===== config.mk =====
export PLATFORM = sky130hd
export DESIGN_NAME = keyed_watchdog
export DESIGN_NICKNAME = d
export VERILOG_FILES = /design/src/rtl/keyed_watchdog.sv
export SDC_FILE = /design/constraint.sdc
export NUM_CORES = 1
export LEC_CHECK = 0
export ABC_AREA = 1
export ABC_CLOCK_PERIOD_IN_PS = 1900
export CAP_MARGIN = 20
export CORE_MARGIN = 4
export CORE_UTILIZATION = 54
export CTS_CLUSTER_DIAMETER = 30
export DETAILED_ROUTE_END_ITERATION = 16
export PLACE_DENSITY = 0.81
export SETUP_SLACK_MARGIN = 0.15
export SLEW_MARGIN = 15
export SYNTH_ARGS = -nofsm -noshare
export SYNTH_HDL_FRONTEND = slang
export SYNTH_SLANG_ARGS = --single-unit
export TNS_END_PERCENT = 1

===== constraint.sdc =====
create_clock -name clk -period 1.9 [get_ports clk]
set_input_delay 0.38 -clock clk [delete_from_list [all_inputs] [get_ports clk]]
set_output_delay 0.38 -clock clk [all_outputs]
set_load 0.02 [all_outputs]

===== src/rtl/keyed_watchdog.sv =====
module keyed_watchdog #(
  parameter int ADDR_W   = 4,
  parameter int LOW_BITS = 12
) (
  input  logic              clk,
  input  logic              rst_n,
  input  logic [ADDR_W-1:0] bus_addr,
  input  logic              bus_wr,
  input  logic [31:0]       bus_wdata,
  input  logic              bus_rd,
  output logic [31:0]       bus_rdata,
  output logic              wdt_rst_out,
  output logic              wdt_irq
);
  localparam int FIELD_W = 12;
  localparam int CNT_W   = FIELD_W + LOW_BITS;
  localparam logic [11:0] MODE_KEY = 12'hABC;
  localparam logic [11:0] CTRL_KEY = 12'h248;
  localparam logic [31:0] KICK_WORD = 32'h0000_1999;

  logic               en_q, rst_en_q, irq_en_q;
  logic [1:0]         len_q, psel_q;
  logic [FIELD_W-1:0] reload_q;
  logic [CNT_W-1:0]   cnt_q;
  logic [11:0]        pre_q, pre_lim;
  logic               zflag_q;
  logic [4:0]         pulse_q;

  wire [1:0] reg_idx  = bus_addr[3:2];
  wire mode_acc  = bus_wr && reg_idx == 2'd0 && bus_wdata[23:12] == MODE_KEY;
  wire ctrl_acc  = bus_wr && reg_idx == 2'd1 && bus_wdata[25:14] == CTRL_KEY;
  wire kick_acc  = bus_wr && reg_idx == 2'd2 && bus_wdata == KICK_WORD;
  wire stop_req  = mode_acc && !bus_wdata[0];
  wire start_req = mode_acc && bus_wdata[0] && !en_q;
  wire reload_now = start_req || kick_acc;

  always_comb begin
    case (psel_q)
      2'd0: pre_lim = 12'd7;
      2'd1: pre_lim = 12'd63;
      2'd2: pre_lim = 12'd511;
      default: pre_lim = 12'd4095;
    endcase
  end

  wire tick   = en_q && pre_q == pre_lim;
  wire expire = tick && cnt_q <= CNT_W'(1) && !zflag_q && !reload_now && !stop_req;

  always_ff @(posedge clk or negedge rst_n) begin
    if (!rst_n) begin
      en_q <= 1'b0; rst_en_q <= 1'b0; irq_en_q <= 1'b0; len_q <= 2'd0;
    end else if (mode_acc) begin
      en_q     <= bus_wdata[0];
      rst_en_q <= bus_wdata[1];
      irq_en_q <= bus_wdata[2];
      len_q    <= bus_wdata[5:4];
    end
  end

  always_ff @(posedge clk or negedge rst_n) begin
    if (!rst_n) begin
      reload_q <= '0; psel_q <= 2'd0;
    end else if (ctrl_acc) begin
      reload_q <= bus_wdata[13:2];
      psel_q   <= bus_wdata[1:0];
    end
  end

  always_ff @(posedge clk or negedge rst_n) begin
    if (!rst_n) begin
      cnt_q <= '0; pre_q <= '0; zflag_q <= 1'b0;
    end else if (reload_now) begin
      cnt_q   <= {reload_q, {LOW_BITS{1'b0}}};
      pre_q   <= '0;
      zflag_q <= 1'b0;
    end else if (stop_req) begin
      pre_q   <= '0;
      zflag_q <= 1'b0;
    end else if (en_q) begin
      pre_q <= tick ? 12'd0 : pre_q + 12'd1;
      if (tick && cnt_q != '0) cnt_q <= cnt_q - CNT_W'(1);
      if (expire) zflag_q <= 1'b1;
    end
  end

  always_ff @(posedge clk or negedge rst_n) begin
    if (!rst_n)                 pulse_q <= '0;
    else if (expire && rst_en_q) pulse_q <= 5'd2 << len_q;
    else if (pulse_q != '0)     pulse_q <= pulse_q - 5'd1;
  end

  assign wdt_rst_out = pulse_q != '0;
  assign wdt_irq     = zflag_q && irq_en_q;

  always_comb begin
    bus_rdata = '0;
    if (bus_rd) begin
      case (reg_idx)
        2'd0: bus_rdata = {26'd0, len_q, 1'b0, irq_en_q, rst_en_q, en_q};
        2'd1: bus_rdata = {18'd0, reload_q, psel_q};
        2'd3: bus_rdata = {31'd0, zflag_q};
        default: bus_rdata = '0;
      endcase
    end
  end
endmodule



Word level (Yosys, flattened, before mapping):

Index checks and enable logic that the tools add are counted.

* register bits: 61
* latch bits: 0
* RAM bits: 0
* memory bits (read-only): 0
* input port bits: 40
* output and inout bits: 34
* memories: 0

* add/sub/neg operators: 3
* multipliers: 0
* divide/modulo/power cells: 0
* $lt $le $gt $ge: 1
* eq/ne operators: 10
* shift-type cells: 1
* muxes and demuxes: 17
* bitwise operators: 0
* reductions and logical operators: 34

Operators with widths (number)
* $mux W24: 4
* $mux W12: 4
* $pmux W14 S3: 1
* $pmux W12 S3: 1
* $eq A32 B13 Y1 const B: 1
* $le A24 B1 Y1 const B: 1
* $reduce_bool A24 Y1: 1
* $sub A24 B1 Y24 const B: 1
* $logic_and A1 B1 Y1: 17
* $mux W14: 1
* $add A12 B1 Y12 const B: 1
* $eq A12 B10 Y1 const B: 1
* $eq A12 B12 Y1: 1
* $eq A12 B12 Y1 const B: 1
* $mux W5: 2
* $eq A2 B2 Y1 const B: 3
* $reduce_bool A2 Y1: 3
* $reduce_bool A3 Y1: 2
* $logic_not A1 Y1: 5
* $reduce_bool A5 Y1: 1
* $shl A2 B2 Y5 const A: 1
* $sub A5 B1 Y5 const B: 1
* $eq A2 B1 Y1 const B: 2
* $logic_not A2 Y1: 2
* 5 further kinds: 8

Logic depth before layout (Yosys ltp):

* depth after elaboration: 13
* gate-level depth with buffers: 13
* mapped depth without buffers: 13

Worst setup path before layout:

OpenSTA, ideal clock, no wires.

* path type: reg-to-reg
* start point: reg cnt_q[0]
* end point: reg cnt_q[16]
* data arrival time: 1474 ps
* path slack: 302 ps
* cell stages (with the launch flop): 11
* period minus slack after synthesis: 1598 ps
* cells stage by stage: dfrtp_1 -> inv_1 -> ha_1 -> nand2_1 -> nor2_1 -> nand2_1 -> nand3_1 -> nand2_4 -> buf_6 -> o211ai_1 -> nand2_1

* cells in the longest elaborated chain, start to end: 5
* elaborated cells on any way between the ends: 9

Ends and longest elaborated chain
* start: declaration: line 24 `logic [CNT_W-1:0] cnt_q;`
* start signal: assignment: line 73 `cnt_q <= {reload_q, {LOW_BITS{1'b0}}};`
* start signal: assignment: line 81 `if (tick && cnt_q != '0) cnt_q <= cnt_q - CNT_W'(1);`
* $sub A24 B1 Y24: line 81
* $mux W24: line 81
* $mux W24: line 79 `end else if (en_q) begin`
* $mux W24: line 76 `end else if (stop_req) begin`
* $mux W24: line 72 `end else if (reload_now) begin`

Several ways; a longest one is shown, not always the timed one. The select of a mux whose other input is x is not followed.
A chain may end at the register's enable or synchronous reset.

Final worst setup path:

* start point: reg psel_q[0]
* end point: out bus_rdata[0]

* cells in the longest elaborated chain, start to end: 2

Ends and longest elaborated chain
* start: declaration: line 22 `logic [1:0] len_q, psel_q;`
* start signal: assignment: line 65 `psel_q <= bus_wdata[1:0];`
* $pmux W14 S3: line 98 `case (reg_idx)`
* $mux W14: line 97 `if (bus_rd) begin`
* end: declaration: line 11 `output logic [31:0] bus_rdata,`

No other way between the ends.

==> metrics list <==
- The critical path ends at bus_rdata[0].
- TritonCTS built the clock tree.
- Portion of total power attributed to combinational logic: 19.1%
- Detailed Routing Iterations Pass 1: 5
- DRC marker count from the first detailed-route iteration: 376
- The worst setup path is launched from a flip-flop.
- The via count of the first global-routing pass is 4820.
- Mean cell area of the mapped netlist: 6.54 µm²
- Synthesis inferred 61 register bits.
* Clock network latency to the later pin of the worst-skew pair: 350 ps
- In the final routed layout, each cell accounts on average for 14.3 µm.
* Leak: 2.90 nW
- Clock tree synthesis selected as its root buffer the cell sky130_fd_sc_hd__clkbuf_8.
* Count of warnings emitted by yosys: 0
- Startpoint of the lowest-slack register-to-register path: cnt_q[15]$_DFFE_PN0P_
* Boundary Pins: 74
- Global routing consumed, over all layers together, 27.2% of the routing resources.
- The initial antenna violation count was 0.
- Maximum fanout encountered on the critical timing path: 5
* R2r setup slk: 80 ps
* Slowest stage cell, crit path: sky130_fd_sc_hd__dfrtp_2
- Fraction of power consumed by the clock network: 36.8%
* CTS Sinks: 61
* Initial Utilization: 55.1%
- Y dimension of the die: 99.3 µm
- Proportion of layout cells with a drive suffix above 1: 23.6%
- Family of cells with the greatest summed delay on the critical path: flip-flops
- Worst VDD drop: 0.348 mV
- Fraction of power spent switching nets: 29.9%
- Diodes inserted: 0
* Share of the core filled with cells in the final layout: 74.5%
* Number of buffer and inverter stages on the critical path: 3
- Count of vias placed by the detailed router: 5047
* Worst-path clk slew: 80 ps
- Critical R2R Capture: cnt_q[16]$_DFFE_PN0P_
- Portion of the clock cycle consumed by the worst path in the final layout: 98.6%
- The total area inside the core boundary comes to 8180 µm².
- Count of final setup violators: 0
- The placed instances occupy a cell area of 5670 µm².
- After clock tree synthesis, the setup repair step added 0 buffers.
- Crit-path max cell delay: 470 ps
- In this run the power density over the cells is 527 nW/µm².
- The max-slew violation total from the final report was 0.
- Clock buffer count from CTS: 9
- Setup repair after global routing could not meet its margin everywhere.
- The cell area that synthesis handed to floorplanning was 4500 µm².
- Setup total negative slack on the finished layout was measured at 0 ps.
- Across the routed clock network, the largest skew measured is 9.17 ps.
* Cell mode on critical path: sky130_fd_sc_hd__inv_1
* Final weighted congestion in routability-driven placement: 0.969
* Highest Clock Rate: 0.534 GHz
- H-tree Lvls: 3
- Detailed placement ended at an HPWL of 9.79 mm.
- The tool flagged a number of max-cap violations equal to 0.
- The finished cells cover 6090 µm².
- Buffers inserted to repair hold after CTS numbered 0.
- Sequential fraction of design power: 44.1%
* Total die area: 9860 µm²
- Largest net degree at the start of global routing: 62
- STA classifies the critical path endpoint as an output pin.
* Crit path DAT: 1490 ps
- In the routed design, unresolved DRC markers number 0.
* Antenna viol nets, final: 0
- Total count of hold-check failures in the final report: 0
- Net count, final: 867
- Fraction of the yosys area taken by sequential cells: 33.9%
- Dividing the detail-routed via count by the number of cells gives 5.42.
- Synthesis produced a netlist whose cell count is 688.
- Total grt overflow: 0
- First-pass GRT wire length: 21.9 mm
- Sequence of cells on the critical path: inv_1 -> nor2_1 -> a21oi_2 -> o22ai_2 -> nand2_1 -> inv_1 -> buf_4
- Status: completed
* Longest Clk Path Bufs: 2
- The internal portion of the total power is 2.25 mW.
* Distinct cells, synth: 38
- Port buffering added 53 buffers.
- In this run the horizontal extent of the chip is 99.3 µm.
- Reg2Reg Depth: 11
- Required @ worst endpoint: 1520 ps
* Crit Path Category: reg -> out
- Cell Rows: 33
- Worst Setup SP: psel_q[0]$_DFFE_PN0P_
- Counting buffers and inverters, the worst setup path is 7 cells deep.
- After layout, the minimum clock period comes to 1870 ps.
* Total Wirelength: 13.3 mm
* Area grow syn2layout: 35.3%
- The sequential cells in the finished layout cover a total of 1530 µm².
- Number of filler instances in the final layout: 600
* Combined area of the multi-input logic cells: 2750 µm²
* Net switching power: 0.960 mW
- The tightest min-delay check is of the in -> async type.
==> per-stage QoR <==
stage                     std cells  power, mW  hold WS, ps  setup WS [ps]
after CTS                       932       3.20         37.6           35.2
final                           932       3.21         15.8           26.1
after detailed placement        915       2.03          413           -583
after global placement          915       2.00          414           -520
after floorplan                 705       1.78         84.4            302
after global routing            932       3.38         44.7          -64.2
==> registers in the layout, summed over array words and instances, names as in the netlist <==
| register | flops |
|---|---|
| cnt_q | 24 |
| rst_en_q | 1 |
| pulse_q | 5 |
| pre_q | 12 |
| reload_q | 12 |
| en_q | 1 |
| irq_en_q | 1 |
| len_q | 2 |
| zflag_q | 1 |
| psel_q | 2 |
==> worst min path at each step <==
stage,start,endpoint,cells after the start
floorplan,rst_n,cnt_q[0]$_DFFE_PN0P_,0
global placement,rst_n,cnt_q[11]$_DFFE_PN0P_,2
detailed placement,rst_n,cnt_q[9]$_DFFE_PN0P_,2
CTS,rst_n,cnt_q[9]$_DFFE_PN0P_,2
global route,rst_n,cnt_q[21]$_DFFE_PN0P_,2
finish,rst_n,cnt_q[21]$_DFFE_PN0P_,2
==> kinds of logic after synthesis <==
kind of cell / Yosys count / synth area share (%)
adder cells (fa/ha/maj): 5 / 1.39
AO/OA/AOI/OAI: 54 / 6.45
flip-flops: 61 / 33.9
other: 1 / 0.0833
XOR/XNOR: 26 / 5.06
buffers and inverters: 116 / 11.6
AND/OR/NAND/NOR: 425 / 41.5
==> timing repair <==
action / 4_1_cts / 5_1_grt
pin swaps: 7 / 13
setup endpoints to repair: 58 / 57
gates cloned: 1 / 0
resized for setup: 96 / 64
==> metal layers <==
metal | track usage [%] | vias to the layer above | share of wire (%)
met4 | 12.5 | 0 | 3.4
met5 | 0 | - | 0
met1 | 34.1 | 2349 | 40
met2 | 46.3 | 239 | 49
li1 | - | 2416 | -
met3 | 4.00 | 43 | 7.0
==> layout make-up <==
class	count	share of cell area [%]
Inverter	92	5.80
Sequential cell	61	25.1
Multi-Input combinational cell	528	45.1
Clock buffer	9	2.03
Clock inverter	7	1.25
Timing Repair Buffer	130	18.5
Tap cell	105	2.16
==> power groups by stage <==
stage / Combinational (mW) / Sequential (mW) / Clock [mW]
after floorplan: 0.359 / 1.42 / 0
after global placement: 0.567 / 1.43 / 0
after detailed placement: 0.592 / 1.43 / 0
after CTS: 0.604 / 1.41 / 1.18
after global routing: 0.697 / 1.43 / 1.26
final: 0.613 / 1.41 / 1.18
==> cell usage in the layout, fill, tap and decap left out, types with 5 or more instances in the layout <==
master                              n
sky130_fd_sc_hd__nand4_1           22
sky130_fd_sc_hd__dfrtp_1           58
sky130_fd_sc_hd__clkbuf_8           9
sky130_fd_sc_hd__xnor2_1            8
sky130_fd_sc_hd__xor2_1            17
sky130_fd_sc_hd__conb_1            18
sky130_fd_sc_hd__a21oi_1            7
sky130_fd_sc_hd__nand2_2            9
sky130_fd_sc_hd__nor2_1           109
sky130_fd_sc_hd__buf_4             82
sky130_fd_sc_hd__nand2_1          167
sky130_fd_sc_hd__nor2_4             7
sky130_fd_sc_hd__nor2_2            20
sky130_fd_sc_hd__nand2_4            5
sky130_fd_sc_hd__o21ai_1           17
sky130_fd_sc_hd__inv_2             10
sky130_fd_sc_hd__nand3_1           52
sky130_fd_sc_hd__o21ai_0           18
sky130_fd_sc_hd__nand3_2            5
sky130_fd_sc_hd__inv_1             80
sky130_fd_sc_hd__nor3_2             7
sky130_fd_sc_hd__nor3_1            13
sky130_fd_sc_hd__clkdlybuf4s50_1   31
==> synth_stat cells <==
master,n,area (µm²)
sky130_fd_sc_hd__nand2_1,173,649
sky130_fd_sc_hd__nor2_1,130,488
sky130_fd_sc_hd__inv_1,88,330
sky130_fd_sc_hd__dfrtp_1,61,1530
sky130_fd_sc_hd__nand3_1,57,285
sky130_fd_sc_hd__nand4_1,22,138
sky130_fd_sc_hd__o21ai_0,21,105
sky130_fd_sc_hd__buf_4,20,150
sky130_fd_sc_hd__nor3_1,19,95.1
sky130_fd_sc_hd__xor2_1,18,158
sky130_fd_sc_hd__o21ai_1,15,75.1
sky130_fd_sc_hd__a21oi_1,10,50.1
sky130_fd_sc_hd__xnor2_1,8,70.1
sky130_fd_sc_hd__nand2_2,6,37.5
sky130_fd_sc_hd__ha_1,5,62.6
sky130_fd_sc_hd__nor2_2,5,31.3
sky130_fd_sc_hd__clkbuf_1,3,11.3
sky130_fd_sc_hd__inv_2,3,11.3
sky130_fd_sc_hd__o22ai_1,3,18.8
sky130_fd_sc_hd__nand2_4,2,22.5
sky130_fd_sc_hd__or2_2,2,12.5
sky130_fd_sc_hd__a21oi_2,1,8.76
sky130_fd_sc_hd__buf_6,1,11.3
sky130_fd_sc_hd__clkinv_4,1,8.76
sky130_fd_sc_hd__conb_1,1,3.75
sky130_fd_sc_hd__nand3_2,1,10.0
sky130_fd_sc_hd__nand3_4,1,17.5
sky130_fd_sc_hd__nand3b_1,1,7.51
sky130_fd_sc_hd__nand4_2,1,12.5
sky130_fd_sc_hd__nor2_4,1,11.3
sky130_fd_sc_hd__nor2_8,1,20.0
sky130_fd_sc_hd__nor3_2,1,10.0
sky130_fd_sc_hd__nor4_1,1,6.26
sky130_fd_sc_hd__nor4_2,1,12.5
sky130_fd_sc_hd__o211ai_1,1,7.51
sky130_fd_sc_hd__o21ai_2,1,8.76
sky130_fd_sc_hd__o31ai_1,1,7.51
sky130_fd_sc_hd__o41ai_1,1,8.76
No activity file was read; power rests on OpenSTA's default activity.
